==> src/rtl/addsub_bitsync.sv <==
module addsub_bitsync #(
  parameter int STAGES = 7
) (
  input  logic clk,
  input  logic rst_n,
  input  logic en,
  input  logic rx_data,
  output logic bit_clk,
  output logic adv_stb,
  output logic ret_stb
);
  localparam int MSB = STAGES - 1;

  logic [STAGES-1:0] cnt;
  logic [1:0]        smp;
  logic              xing;
  logic              adv_q, ret_q;
  logic [STAGES-1:0] step;

  assign xing    = smp[0] ^ smp[1];
  assign bit_clk = cnt[MSB];
  assign adv_stb = adv_q;
  assign ret_stb = ret_q;

  always_ff @(posedge clk) begin
    if (!rst_n) smp <= '0;
    else        smp <= {smp[0], rx_data};
  end

  always_ff @(posedge clk) begin
    if (!rst_n) begin
      adv_q <= 1'b0;
      ret_q <= 1'b0;
    end else begin
      adv_q <= en & xing &  cnt[MSB];
      ret_q <= en & xing & ~cnt[MSB];
    end
  end

  always_comb begin
    if (adv_q)      step = STAGES'(2);
    else if (ret_q) step = '0;
    else            step = STAGES'(1);
  end

  always_ff @(posedge clk) begin
    if (!rst_n)  cnt <= '0;
    else if (en) cnt <= cnt + step;
  end

  a_r1_reset_clear: assert property (@(posedge clk)
    !rst_n |=> (cnt == '0) && !adv_q && !ret_q);

  a_r2_free_run: assert property (@(posedge clk) disable iff (!rst_n)
    en && !adv_q && !ret_q |=> (cnt - $past(cnt)) == STAGES'(1));

  a_r4_add_pulse: assert property (@(posedge clk) disable iff (!rst_n)
    en && adv_q |=> (cnt - $past(cnt)) == STAGES'(2));

  a_r5_swallow_pulse: assert property (@(posedge clk) disable iff (!rst_n)
    en && ret_q |=> $stable(cnt));

  a_r6_needs_transition: assert property (@(posedge clk) disable iff (!rst_n)
    $rose(adv_q) || $rose(ret_q) |-> $past(smp[0] != smp[1]));

  a_r7_hold_when_off: assert property (@(posedge clk) disable iff (!rst_n)
    !en |=> $stable(cnt) && !adv_q && !ret_q);
endmodule

==> config.mk <==
export PLATFORM = sky130hd
export DESIGN_NAME = addsub_bitsync
export DESIGN_NICKNAME = d
export VERILOG_FILES = /design/src/rtl/addsub_bitsync.sv
export SDC_FILE = /design/constraint.sdc
export NUM_CORES = 1
export LEC_CHECK = 0
export BUFFER_PORTS_ARGS = -buffer_cell sky130_fd_sc_hd__buf_2
export CORE_AREA = 3 3 40 42
export CTS_BUF_LIST = sky130_fd_sc_hd__clkbuf_16
export DETAILED_ROUTE_END_ITERATION = 8
export DIE_AREA = 0 0 43 45
export SLEW_MARGIN = 5
export SYNTH_ARGS = -nofsm -noshare
export SYNTH_HDL_FRONTEND = slang
export SYNTH_SLANG_ARGS = --single-unit
==> constraint.sdc <==
create_clock -name clk -period 1.97 [get_ports clk]
set_clock_uncertainty 0.1 [all_clocks]
set_input_delay 0.0985 -clock clk [delete_from_list [all_inputs] [get_ports clk]]
set_output_delay 0.0985 -clock clk [all_outputs]
set_load 0.05 [all_outputs]
Word level (Yosys, flattened, before mapping)
Index checks and enable logic that the tools add are counted.
{"block": "classes", "addsub": 1, "bitwise": 5, "n_mux": 2}
{"cell": "adder 7 bit", "n": 1}
{"cell": "AND 1 bit", "n": 3}
{"cell": "two-way mux 2 bit", "n": 1}
{"cell": "two-way mux 1 bit", "n": 1}
{"cell": "NOT 1 bit", "n": 1}
{"cell": "bitwise XOR 1 bit", "n": 1}
{"block": "totals", "regBits": 11, "inputBits": 4, "output_inout_bits": 3}

Logic depth before layout (Yosys ltp)
{"block": "depth", "word_depth": 3, "depth_mapped": 7, "ltp_nobuf": 7}

Least setup slack after synthesis
OpenSTA, ideal clock, no wires.
{"block": "synth_path", "path_type": "reg2reg", "startpoint": "reg adv_q (netlist: adv_stb)", "endpoint": "reg cnt[2]", "t_arrival_ps": 1734, "path_slack_ps": 21, "period_less_slack_ps": 1949, "required_ps": 1755, "path_buffers": 0, "path_stages_with_launch": 8, "path_cell_list": "dfxtp_1 nor2_1 ha_1 inv_1 fa_1 or2b_1 xnor2_1 and2_1"}
{"block": "synth_between", "elab_chain_len": 2}
{"item": "start, declared", "line": "17", "text": "logic adv_q, ret_q;"}
{"item": "start signal, assigned", "line": "35", "text": "adv_q <= en & xing & cnt[MSB];"}
{"item": "two-way mux 2 bit", "line": "41", "text": "if (adv_q) step = STAGES'(2);"}
{"item": "adder 7 bit", "line": "48", "text": "else if (en) cnt <= cnt + step;"}
{"item": "end signal, assigned", "line": "48"}
{"item": "end, declared", "line": "14", "text": "logic [STAGES-1:0] cnt;"}
No other way between the ends.
A chain may end at the register's enable or synchronous reset.

Final worst setup path
Same ends and word-level chain as after synthesis.

==> results.ini <==
[status]
outcome = finished clean

[clocking]
numCtsBuffers = 3
cts_max_level = 1
clock_sinks = 11
clk_tree_root_cell = clkbuf_16
cts_tree = yes
clk_buf_depth = 2
insertion_delay_ns = 0.24
cts.reportedPaths.clkPinSlew_ns = 0.04

[synth]
yosys.area_share.adder_pct = 9.21
synth_enable_flop_cells = 0
ys.warnings.count = 0
synth_sequential_area_ratio_pct = 45.0
postSynth.asyncResetShare_pct = 0
synth_fp_nets = 58
netlist_area_um2 = 489
post_synth_mux_area_share_pct = 4.09
synth-compound-area-share_pct = 10.7
synthCells = 51
ys_ff_latch = 11
xor_xnor_share_of_the_synthesized_area_pct = 3.58
postSynthAreaPerCell_um2 = 9.59
synth.top_cells.by_area = dfxtp_1, ha_1, fa_1, mux2i_1, and2_1
synth.top_cell.area_share_pct = 45.0
ys.flop_type = dfxtp_1
synthSimpleGateAreaFrac_pct = 22.0
top_cell_type_by_total_area_after_synthesis = dfxtp_1
synth_top_family_by_area = simple AND/OR/NAND/NOR gates
yosysUniqueCellTypes = 23

[sta]
timing_max_transition_violations_final = 0
totalNegativeSetupSlack_ns = 0
period_needed_ns = 1.82
period_share_pct = 92.3
hold_violations = 0
maxSlewHeadroom_pct = 80.5
timing_worst_slew_pin_value_ns = 0.292
setup_viol = 0
rsz0062_at_grt = no
achievable-frequency_mhz = 550

[setup_path]
critical_path_startpoint_category = flop
cp_data_required_time_ns = 2.00
critical_path_class = reg2reg
timing.reg2reg.worst_path_depth = 7
path_max_fanout = 4
worstSetupEndpointType = flop
critPathArrivalTime_ns = 1.85

[flow_run]
maxCapViolations = 0

[placed_design]
routabilityCongestion = 0.690
post-dp-hpwl_um = 551
placement.io_buffers = 6

[finish]
final_net_count = 68
num_antenna_cells = 0
nFillCells = 121
syn_to_final_growth_pct = 25.8
drive_gt1_share_pct = 16.7

[drt]
remaining_drc_errors = 0
route.final.wire_length_um = 795
avgRoutedWirePerCell_um = 10.6
detail_route.iter0.violations = 4
dr.pass1.iters = 4
detailroute.via_count = 341
detail-route-antenna-nets = 0
via_density_per_instance = 4.55

[global_route]
globalRouteTotalUtil_pct = 10.4
gr-total-overflow = 0
grt_max_degree = 12
initial_antenna_violation_count = 0
grt_pass1_wl_um = 1410
grt_pass1_vias = 336

[floorplan]
die_area_mm2 = 0.00194
io_pins = 7
initial_core_utilization_pct = 38.1
core-area_mm2 = 0.00128
placementRows = 13
chipWidth_um = 43
die_height_um = 45

[worst_hold_path]
worstHoldPathCells = 2
worst_hold_path_type = in2reg

[power]
power_density_mw_per_mm2 = 1030
p_leak_nw = 0.272
design_power_total_w = 0.000631
power.ir.vdd_worst_mv = 0.839

[routing by layer]
layer	track usage (%)	vias up	wire [um]	share of wire, %
li1	-	186	-	-
met1	12.3	146	391	49
met2	15.0	9	343	43
met3	5.98	0	60	7.5
met4	5.42	0	0	0
met5	0	-	0	0
[worst paths after layout]
check	start	slack, ns	end
max	adv_stb	0.15	cnt[2]
min	rst_n	0.10	cnt[1]
min reg2reg	cnt[6]	0.34	ret_stb
max reg2reg	adv_stb	0.15	cnt[2]
[sequential cells by signal, summed over array words and instances (netlist names)]
| signal | cells |
|---|---|
| smp | 2 |
| adv_stb | 1 |
| cnt | 7 |
| ret_stb | 1 |
[stage by stage]
step	utilization (%)	cells	hold WS [ns]	setup slack [ns]	cell area (um^2)
after floorplan	-	51	0.120	0.0214	489
after global placement	41.0	70	0.200	0.199	527
after detailed placement	41.0	70	0.204	0.171	527
after CTS	47.9	75	0.103	0.146	616
after global routing	47.9	75	0.117	0.0387	616
final	47.9	75	0.104	0.151	616
[timing repair]
item                       in CTS  in global routing
buffers inserted                0                  0
resized for setup               0                  0
hold buffers                    1                  0
hold endpoints to repair        1                  0
setup endpoints to repair       0                  0
[cell families (layout without fill, tap and decap cells)]
group	count (synthesis)	count (layout)
fa+ha+maj	3	3
simple gates	19	19
xor+xnor	2	2
compound gates	8	8
flops	11	11
mux	2	2
buf+inv	6	15
[cells in the final DEF, fill, tap and decap left out, drive strengths merged]
cell	count
dfxtp	11
buf	6
inv	5
nand2	4
nor2	3
and2	3
o21ai	3
or3	3
clkbuf	3
a21boi	3
nand3	2
mux2i	2
ha	2
a21oi	1
nand4	1
or2b	1
xnor2	1
xor2	1
nor3b	1
o211a	1
nor2b	1
fa	1
dlygate4sd3	1
[Yosys cell counts, drive strengths merged, types with 2 or more instances]
library cell  count
dfxtp            11
inv               4
nand2             4
a21boi            3
and2              3
nor2              3
o21ai             3
or3               3
ha                2
mux2i             2
nand3             2
[worst max-delay path, cell delays in order (launching register included)]
cell and delay [ns]:
dfxtp_1 0.33, nor2_1 0.12, ha_1 0.18, inv_1 0.06, fa_1 0.41, or2b_1 0.25, xnor2_1 0.12, and2_1 0.15
[final cells by class]
class	instances	area [um^2]	area share [%]
tap	15	18.8	3.05
clock buffer	3	75.1	12.2
inverter	4	15.0	2.44
sequential	11	220	35.8
clock inverter	1	3.75	0.610
multi-input combinational	34	243	39.4
timing repair buffer	7	40.0	6.50
[report_power, final]
group	internal (W)	switching, W	total, W
Sequential	0.000231	0.00000460	0.000236
Clock	0.000266	0.0000925	0.000358
Combinational	0.0000173	0.0000200	0.0000372
Power figures use the tool's default switching activity.
